**src/rtl/dac_chain_pkg.sv**
```systemverilog
package dac_chain_pkg;
  localparam int unsigned DAC_CODE_W = 12;

  typedef enum logic [1:0] {
    ST_IDLE   = 2'd0,
    ST_SHIFT  = 2'd1,
    ST_STROBE = 2'd2,
    ST_FIN    = 2'd3
  } load_state_t;
endpackage

```
**src/rtl/dac_half_tick.sv**
```systemverilog
module dac_half_tick #(
  parameter int unsigned HALF_DIV = 90
) (
  input  logic clk,
  input  logic rst,
  input  logic run_i,
  output logic tick_o
);
  localparam int unsigned CNT_W = $clog2(HALF_DIV + 1);

  logic [CNT_W-1:0] cnt_q;

  assign tick_o = run_i && (cnt_q == CNT_W'(HALF_DIV - 1));

  always_ff @(posedge clk) begin
    if (rst || !run_i) begin
      cnt_q <= '0;
    end else if (tick_o) begin
      cnt_q <= '0;
    end else begin
      cnt_q <= cnt_q + 1'b1;
    end
  end
endmodule

```
**src/rtl/dac_frame_shifter.sv**
```systemverilog
module dac_frame_shifter #(
  parameter int unsigned FRAME_W = 24
) (
  input  logic               clk,
  input  logic               rst,
  input  logic               load_i,
  input  logic [FRAME_W-1:0] data_i,
  input  logic               shift_i,
  output logic               msb_o
);
  logic [FRAME_W-1:0] frame_q;

  always_ff @(posedge clk) begin
    if (rst) begin
      frame_q <= '0;
    end else if (load_i) begin
      frame_q <= data_i;
    end else if (shift_i) begin
      frame_q <= {frame_q[FRAME_W-2:0], 1'b0};
    end
  end

  assign msb_o = frame_q[FRAME_W-1];
endmodule

```
**src/rtl/dac_load_seq.sv**
```systemverilog
module dac_load_seq
  import dac_chain_pkg::*;
#(
  parameter int unsigned FRAME_W    = 24,
  parameter int unsigned STROBE_CYC = 40
) (
  input  logic clk,
  input  logic rst,
  input  logic start_i,
  input  logic tick_i,
  output logic run_o,
  output logic load_o,
  output logic shift_o,
  output logic sclk_o,
  output logic load_n_o,
  output logic busy_o,
  output logic done_o
);
  localparam int unsigned BIT_W  = $clog2(FRAME_W + 1);
  localparam int unsigned HOLD_W = $clog2(STROBE_CYC + 1);

  load_state_t       state_q;
  logic [BIT_W-1:0]  bit_q;
  logic [HOLD_W-1:0] hold_q;
  logic              sclk_q, load_n_q, busy_q, done_q;

  assign run_o   = (state_q == ST_SHIFT);
  assign load_o  = (state_q == ST_IDLE) && start_i;
  assign shift_o = run_o && tick_i && sclk_q;

  always_ff @(posedge clk) begin
    if (rst) begin
      state_q  <= ST_IDLE;
      bit_q    <= '0;
      hold_q   <= '0;
      sclk_q   <= 1'b0;
      load_n_q <= 1'b1;
      busy_q   <= 1'b0;
      done_q   <= 1'b0;
    end else begin
      done_q <= 1'b0;
      case (state_q)
        ST_IDLE: begin
          if (start_i) begin
            state_q <= ST_SHIFT;
            busy_q  <= 1'b1;
            bit_q   <= '0;
          end
        end
        ST_SHIFT: begin
          if (tick_i) begin
            if (!sclk_q) begin
              sclk_q <= 1'b1;
            end else begin
              sclk_q <= 1'b0;
              if (bit_q == BIT_W'(FRAME_W - 1)) begin
                state_q  <= ST_STROBE;
                load_n_q <= 1'b0;
                hold_q   <= '0;
              end else begin
                bit_q <= bit_q + 1'b1;
              end
            end
          end
        end
        ST_STROBE: begin
          if (hold_q == HOLD_W'(STROBE_CYC - 1)) begin
            load_n_q <= 1'b1;
            state_q  <= ST_FIN;
          end else begin
            hold_q <= hold_q + 1'b1;
          end
        end
        ST_FIN: begin
          done_q  <= 1'b1;
          busy_q  <= 1'b0;
          state_q <= ST_IDLE;
        end
        default: state_q <= ST_IDLE;
      endcase
    end
  end

  assign sclk_o   = sclk_q;
  assign load_n_o = load_n_q;
  assign busy_o   = busy_q;
  assign done_o   = done_q;
endmodule

```
**src/rtl/dac_chain_loader.sv**
```systemverilog
module dac_chain_loader
  import dac_chain_pkg::*;
#(
  parameter int unsigned N_DEV         = 2,
  parameter int unsigned SYS_HZ        = 250_000_000,
  parameter int unsigned HALF_DIV      = 90,
  parameter int unsigned STROBE_CYC    = 40,
  parameter int unsigned MAX_SCLK_HZ   = 1_400_000,
  parameter int unsigned MIN_STROBE_NS = 150
) (
  input  logic                        clk,
  input  logic                        rst,
  input  logic                        start_i,
  input  logic [N_DEV*DAC_CODE_W-1:0] codes_i,
  output logic                        sclk_o,
  output logic                        sdata_o,
  output logic                        load_n_o,
  output logic                        busy_o,
  output logic                        done_o
);
  localparam int unsigned FRAME_W = N_DEV * DAC_CODE_W;
  localparam longint SCLK_NEED  = longint'(SYS_HZ);
  localparam longint SCLK_ALLOW = 2 * longint'(HALF_DIV) * longint'(MAX_SCLK_HZ);
  localparam longint STB_HAVE   = longint'(STROBE_CYC) * 64'd1_000_000_000;
  localparam longint STB_NEED   = longint'(MIN_STROBE_NS) * longint'(SYS_HZ);

  if (SCLK_NEED > SCLK_ALLOW) begin : g_sclk_limit
    $error("dac_chain_loader: HALF_DIV too small for the serial clock ceiling");
  end
  if (STB_HAVE < STB_NEED) begin : g_strobe_limit
    $error("dac_chain_loader: STROBE_CYC too small for the minimum strobe width");
  end

  logic run, tick, load, shift;

  dac_half_tick #(.HALF_DIV(HALF_DIV)) u_tick (
    .clk    (clk),
    .rst    (rst),
    .run_i  (run),
    .tick_o (tick)
  );

  dac_frame_shifter #(.FRAME_W(FRAME_W)) u_frame (
    .clk     (clk),
    .rst     (rst),
    .load_i  (load),
    .data_i  (codes_i),
    .shift_i (shift),
    .msb_o   (sdata_o)
  );

  dac_load_seq #(.FRAME_W(FRAME_W), .STROBE_CYC(STROBE_CYC)) u_seq (
    .clk      (clk),
    .rst      (rst),
    .start_i  (start_i),
    .tick_i   (tick),
    .run_o    (run),
    .load_o   (load),
    .shift_o  (shift),
    .sclk_o   (sclk_o),
    .load_n_o (load_n_o),
    .busy_o   (busy_o),
    .done_o   (done_o)
  );
endmodule

```
**config.mk**
```make
export PLATFORM = sky130hd
export DESIGN_NAME = dac_chain_loader
export DESIGN_NICKNAME = d
export VERILOG_FILES = /design/src/rtl/dac_chain_pkg.sv /design/src/rtl/dac_half_tick.sv /design/src/rtl/dac_frame_shifter.sv /design/src/rtl/dac_load_seq.sv /design/src/rtl/dac_chain_loader.sv
export SDC_FILE = /design/constraint.sdc
export NUM_CORES = 1
export LEC_CHECK = 0
export ABC_AREA = 1
export BUFFER_PORTS_ARGS = -buffer_cell sky130_fd_sc_hd__buf_4
export CAP_MARGIN = 10
export CORE_MARGIN = 1
export CORE_UTILIZATION = 57
export DETAILED_ROUTE_END_ITERATION = 16
export PLACE_DENSITY = 0.81
export SYNTH_ARGS = -nofsm -noshare
export SYNTH_HDL_FRONTEND = slang
export SYNTH_SLANG_ARGS = --single-unit
```
**constraint.sdc**
```tcl
create_clock -name clk -period 2.5 [get_ports clk]
set_clock_uncertainty 0.15 [all_clocks]
set_input_delay 0.25 -clock clk [delete_from_list [all_inputs] [get_ports clk]]
set_output_delay 0.25 -clock clk [all_outputs]
set_load 0.03 [all_outputs]
```
==> qor.yml, run 1 <==
outcome: "complete, no violations"
dieWidth_um: 67.5
synth.net_count: 402
dr.pass1.iters: 4
routedWlPerCell_um: 11.0
cpPeakStageDelay_ns: 0.42
multi_input_area_mm2: 0.00131
hold_path.startpoint: "codes_i[0]"
worstSetupPathType: "flip-flop to flip-flop"
final_hold_viol_count: 0
gp_routability_congestion: 0.869
synth_top_area_cell: "dfxtp_1"
cp-end-kind: "flip-flop"
synth-warning-count: 0
start_util_pct: 60.3
cts.path.max_buffers: 2
fp.dieH_um: 67.5
worst_pin_slew_ns: 0.421
fin_crit_ns: 1.91
final.setup.tns_ns: 0
crit_slowest_cell: "buf_4"
cp_max_fo: 47
critPathMostFrequentCell: "nand2_1"
reg2reg_from: "u_seq.state_q[0]$_SDFFE_PP0P_"
switchingPower_mw: 0.999
timing.fmax_mhz: 523
wl_mm: 4.86
slew_headroom_pct: 71.9
path_clk_slew_ns: 0.08
synth_cell_types: 24
antenna_found_initial: 0
grt_pass1_wl_mm: 7.91
grt_pass1_vias: 1850
seq_area_um2: 961
synth.avg_cell_area_um2: 6.69
rows: 23
crit_required_ns: 2.58
root_buffer: "clkbuf_8"
final_nets: 427
power.density_mw_per_mm2: 862
p_leak_nw: 1.21
synth_area_leaders: "dfxtp_1, nand2_1, a21oi_1"
cap_viol_max_count: 0
rsz0062_at_grt: "no"
cts.sinks: 48
fill_cells: 390
vias: 2253
grt_remaining_overflow: 0
hold_buffers: 0
die_area_mm2: 0.00456
io_pins: 32
clock_latency_ns: 0.29
syn_to_final_growth_pct: 12.6
drtAntennaViolNets: 0
synth_top_area_share_pct: 39.2
final-max-slew-violation-count: 0
drive_above_1_share_pct: 13.0
place.port_buffers: 31
cp-start-kind: "flip-flop"
final_common_cell: "nand2_1"
viasPerCell: 5.11
ys_ff_latch: 48
layout_common_cells: "nand2_1, dfxtp_1, a21oi_1"
pwr-share-comb_pct: 42.1
finalSetupViolCount: 0
path_cells: "inv_1 > ha_1 > nand2_1 > buf_4 > nand2_1 > nand2_1 > nand2_1 > a21oi_1"
pwr-share-seq_pct: 39.8
crit_arrival_ns: 1.99
p_int_mw: 1.38
syn_area_mm2: 0.00245
cts_tree: "yes"
power_mw: 2.38
clockPowerShare_pct: 18.1
htreeDepth: 2
irDropWorstVdd_v: 0.000529
num_antenna_cells: 0
track_usage_pct: 23.0
startpoint: "u_seq.state_q[0]$_SDFFE_PP0P_"
cts_resized: 0
period_share_pct: 76.5
post_cts_buffers: 0
cts_buffers: 5
core_mm2: 0.00406
seq_area_frac_synth_pct: 39.2
drc: 0
drt_iter0_drc: 164
hold_class: "primary input to flip-flop"
grt_max_degree: 48
switching_share_pct: 42.0
syn_inst: 366
hpwl_mm: 3.29
==> state kept, by name (all words and copies together) (netlist names) <==
signal,flops
u_seq.sclk_o,1
u_frame.frame_q,24
u_seq.load_n_o,1
u_tick.cnt_q,7
u_seq.state_q,2
u_seq.bit_q,5
u_seq.done_o,1
u_seq.busy_o,1
u_seq.hold_q,6
==> worst paths after layout <==
| path | end | slack [ns] | cells after the start |
|---|---|---|---|
| worst min-delay path | u_frame.frame_q[0]$_SDFFE_PP0P_ | 0.07 | 3 |
| worst max-delay path | u_frame.frame_q[17]$_SDFFE_PP0P_ | 0.59 | 8 |
| worst max register to register | u_frame.frame_q[17]$_SDFFE_PP0P_ | 0.59 | 8 |
| worst min register to register | u_tick.cnt_q[0]$_SDFF_PP0_ | 0.32 | 1 |
==> per-stage QoR <==
step                      instance area [um^2]  utilization (%)  cells  hold slack [ns]  setup slack [ns]
after floorplan                           2450                -    366            0.248             0.770
after global placement                    2680             66.0    434            0.300             0.647
after detailed placement                  2680             66.0    434            0.312             0.609
after CTS                                 2760             67.9    441           0.0624             0.584
after global routing                      2760             67.9    441           0.0708             0.365
final                                     2760             67.9    441           0.0655             0.587
==> worst max-delay path: cells and delay by family, from the launching register on <==
family / cells / cell delay, ns
DFF: 1 / 0.39
and+or+nand+nor: 4 / 0.40
adders and majority gates: 1 / 0.24
buffers and inverters: 2 / 0.52
AOI/OAI and AO/OA: 1 / 0.14
==> per-layer routing <==
metal / global-route usage, % / vias up / share of wire [%]
met3: 4.90 / 9 / 4.1
met1: 29.5 / 978 / 49
met4: 9.57 / 0 / 1.8
li1: - / 1222 / -
met2: 37.0 / 44 / 45
met5: 0 / - / 0
==> cell usage after synthesis <==
master,number
xor2_1,3
o21ai_0,12
nor3_1,4
nor2_4,2
a31oi_1,1
nand2_2,3
buf_2,7
inv_1,21
nand3_1,33
ha_1,9
nor4_1,1
clkbuf_1,5
nor3b_1,1
nand2_1,133
a21oi_1,39
nand3_2,2
nand4_1,4
buf_6,2
xnor2_1,1
nor2_1,29
dfxtp_1,48
buf_1,1
inv_2,4
nand2_4,1
==> cell families after synthesis <==
kind of cell	share of synthesized area, %
buf+inv	7.10
compound gates	10.7
fa+ha+maj	4.60
flops	39.2
simple gates	36.9
xor+xnor	1.43
==> cell type report <==
class,instances,area share (%)
well taps,50,2.27
clock buffers,6,2.63
inverters,25,3.40
repair buffers,33,8.99
multi-input cells,278,47.7
flip-flops and latches,48,34.9
clock inverters,1,0.182
==> power by group through the flow <==
stage	logic, mW	clock network [mW]	registers (mW)
final	1.00	0.430	0.945
after global routing	1.15	0.474	0.960
after CTS	1.01	0.449	0.945
after detailed placement	0.998	0	0.962
after global placement	0.981	0	0.959
after floorplan	0.792	0	0.977
Note: power is estimated with default switching activity, not from simulation.
==> run 2, diff against run 1 <==
- clock period: 2.5 -> 1.9 ns (I/O delays scaled with it)
==> qor.yml, run 2 (synthesis gave the netlist of run 1 again) <==
worst_pin_slew_ns: 0.394  # was 0.421 ns
detailed_place.area_mm2: 0.00272  # was 0.00268 mm^2
finalSetupViolCount: 0  # unchanged
syn_to_final_growth_pct: 17.9  # was 12.6%
core_mm2: 0.00406  # unchanged
hold_path.startpoint: "codes_i[13]"  # was codes_i[0]
cp_num_buf_inv: 2  # unchanged
dr.pass1.iters: 5  # was 4
cap_viol_max_count: 0  # unchanged
fin_crit_ns: 1.76  # was 1.91 ns
root_buffer: "clkbuf_8"  # unchanged
stdcell_count: 449  # was 441
finalInstanceArea_mm2: 0.00289  # was 0.00276 mm^2
drc: 0  # unchanged
reg2reg_setup_slack_ns: 0.14  # was 0.59 ns
cts.path.max_buffers: 2  # unchanged
largest_register: "u_frame.frame_q"  # unchanged
track_usage_pct: 23.7  # was 23.0%
routedWlPerCell_um: 11.3  # was 11.0 um
path_clk_slew_ns: 0.08  # about the same
viasPerCell: 5.18  # was 5.11
rr_worst_depth: 9  # was 8
power.density_mw_per_mm2: 1210  # was 862 mW/mm^2
wl_mm: 5.07  # was 4.86 mm
place.port_buffers: 31  # unchanged
cts.sinks: 48  # unchanged
grt_remaining_overflow: 0  # unchanged
cp_max_fo: 16  # was 47
largest_register_ffs: 24  # unchanged
reg_top3: "u_frame.frame_q: 24 flops, u_tick.cnt_q: 7 flops, u_seq.hold_q: 6 flops"  # unchanged
drtAntennaViolNets: 0  # unchanged
placed_cells: 439  # was 434
drive_above_1_share_pct: 15.3  # was 13.0%
cp-start-kind: "flip-flop"  # unchanged
r2r-end: "u_frame.frame_q[14]$_SDFFE_PP0P_"  # was u_frame.frame_q[17]$_SDFFE_PP0P_
timing.fmax_mhz: 568  # was 523 MHz
path_cells: "ha_1 > inv_1 > nor2_1 > nand3_2 > nor2_4 > nand2_2 > buf_4 > nand3_1 > a21oi_1"  # was inv_1 > ha_1 > nand2_1 > buf_4 > nand2_1 > nand2_1 > nand2_1 > a21oi_1
layout_common_cells: "nand2_1, dfxtp_1, a21oi_1, buf_4, nand3_1"  # was nand2_1, dfxtp_1, a21oi_1
drt_iter0_drc: 194  # was 164
crit_slowest_cell: "dfxtp_1"  # was buf_4
antenna_found_initial: 0  # unchanged
gp_routability_congestion: 0.795  # was 0.869
post-place-ws_ns: 0.125  # was 0.609 ns
grt_max_degree: 36  # was 48
grt_pass1_wl_mm: 8.20  # was 7.91 mm
final_common_cell: "nand2_1"  # unchanged
cts_buffers: 5  # unchanged
whs_ns: 0.0814  # was 0.0655 ns
slew_headroom_pct: 73.7  # was 71.9%
reg2reg_from: "u_tick.cnt_q[0]$_SDFF_PP0_"  # was u_seq.state_q[0]$_SDFFE_PP0P_
hold_end: "u_frame.frame_q[13]$_SDFFE_PP0P_"  # was u_frame.frame_q[0]$_SDFFE_PP0P_
p_leak_nw: 1.27  # was 1.21 nW
hold_class: "primary input to flip-flop"  # unchanged
final_nets: 434  # was 427
io_pins: 32  # unchanged
worstSetupPathType: "flip-flop to flip-flop"  # unchanged
start_util_pct: 60.3  # unchanged
htreeDepth: 2  # unchanged
rows: 23  # unchanged
final_hold_viol_count: 0  # unchanged
cpPeakStageDelay_ns: 0.39  # was 0.42 ns
final-max-slew-violation-count: 0  # unchanged
fp.dieH_um: 67.5  # unchanged
dieWidth_um: 67.5  # unchanged
crit_required_ns: 1.93  # was 2.58 ns
die_area_mm2: 0.00456  # unchanged
irDropWorstVdd_v: 0.000789  # was 0.000529 V
cp-end-kind: "flip-flop"  # unchanged
outcome: "complete, no violations"  # unchanged
final.setup.tns_ns: 0  # unchanged
cts_tree: "yes"  # unchanged
hpwl_mm: 3.40  # was 3.29 mm
vias: 2328  # was 2253
num_antenna_cells: 0  # unchanged
grt_pass1_vias: 1924  # was 1850
crit_arrival_ns: 1.79  # was 1.99 ns
setup_slack_ns: 0.141  # was 0.587 ns
crit_family: "simple AND/OR/NAND/NOR gates"  # was buffers and inverters
period_share_pct: 92.6  # was 76.5%
min_path_cells: 5  # was 3
clock_latency_ns: 0.30  # was 0.29 ns
run 2: stage by stage:
step | utilization [%] | power (mW)
2_1_floorplan | - | 2.33
3_3_place_gp | 66.9 | 2.59
3_5_place_dp | 66.9 | 2.61
4_1_cts | 70.3 | 3.42
5_1_grt | 71.2 | 3.75
6_report | 71.2 | 3.49
run 2: worst reg2reg max path, cell delays in order, from the launching register on:
cell	delay [ns]
dfxtp_1	0.39
ha_1	0.16
inv_1	0.03
nor2_1	0.11
nand3_2	0.16
nor2_4	0.14
nand2_2	0.11
buf_4	0.22
nand3_1	0.10
a21oi_1	0.07
run 2: timing repair:
item	4_1_cts	5_1_grt
endpoints found under the hold margin	1	0
setup endpoints to repair	0	12
hold buffers	1	0
gates resized for setup	0	6
setup buffers	0	1
run 2: where the power goes:
group / leakage [nW] / switching [mW] / internal (mW)
combinational: 0.817 / 0.964 / 0.485
clock: 0.0645 / 0.333 / 0.464
sequential: 0.390 / 0.0878 / 1.16
total: 1.27 / 1.39 / 2.10
run 2: how the worst max path moves through the flow:
stage                                             to  cells past startpoint                          start  slack (ns)
finish              u_frame.frame_q[14]$_SDFFE_PP0P_                      9     u_tick.cnt_q[0]$_SDFF_PP0_        0.14
global route        u_frame.frame_q[14]$_SDFFE_PP0P_                      8  u_seq.state_q[0]$_SDFFE_PP0P_      -0.007
CTS                     u_seq.hold_q[0]$_SDFFE_PP0P_                      8  u_seq.state_q[1]$_SDFFE_PP0P_        0.08
detailed placement      u_seq.hold_q[0]$_SDFFE_PP0P_                      8  u_seq.state_q[1]$_SDFFE_PP0P_        0.12
global placement        u_seq.hold_q[2]$_SDFFE_PP0P_                      8  u_seq.state_q[1]$_SDFFE_PP0P_        0.20
floorplan           u_frame.frame_q[23]$_SDFFE_PP0P_                      7  u_seq.state_q[0]$_SDFFE_PP0P_        0.17
run 2: final cells by class:
class	instances	area (um^2)
fillers	359	1170
clock buffers	7	96.3
inverters	25	93.8
flip-flops and latches	48	962
multi-input cells	278	1340
clock inverters	1	30.0
repair buffers	40	303
well taps	50	62.6
run 2: per-layer routing:
metal | vias up | share of wire [%] | wire (um) | global-route usage [%]
met5 | - | 0 | 0 | 0
met3 | 11 | 4.9 | 249 | 5.07
li1 | 1232 | - | - | -
met4 | 0 | 1.8 | 89 | 8.24
met1 | 1031 | 47 | 2410 | 30.4
met2 | 54 | 46 | 2330 | 39.1
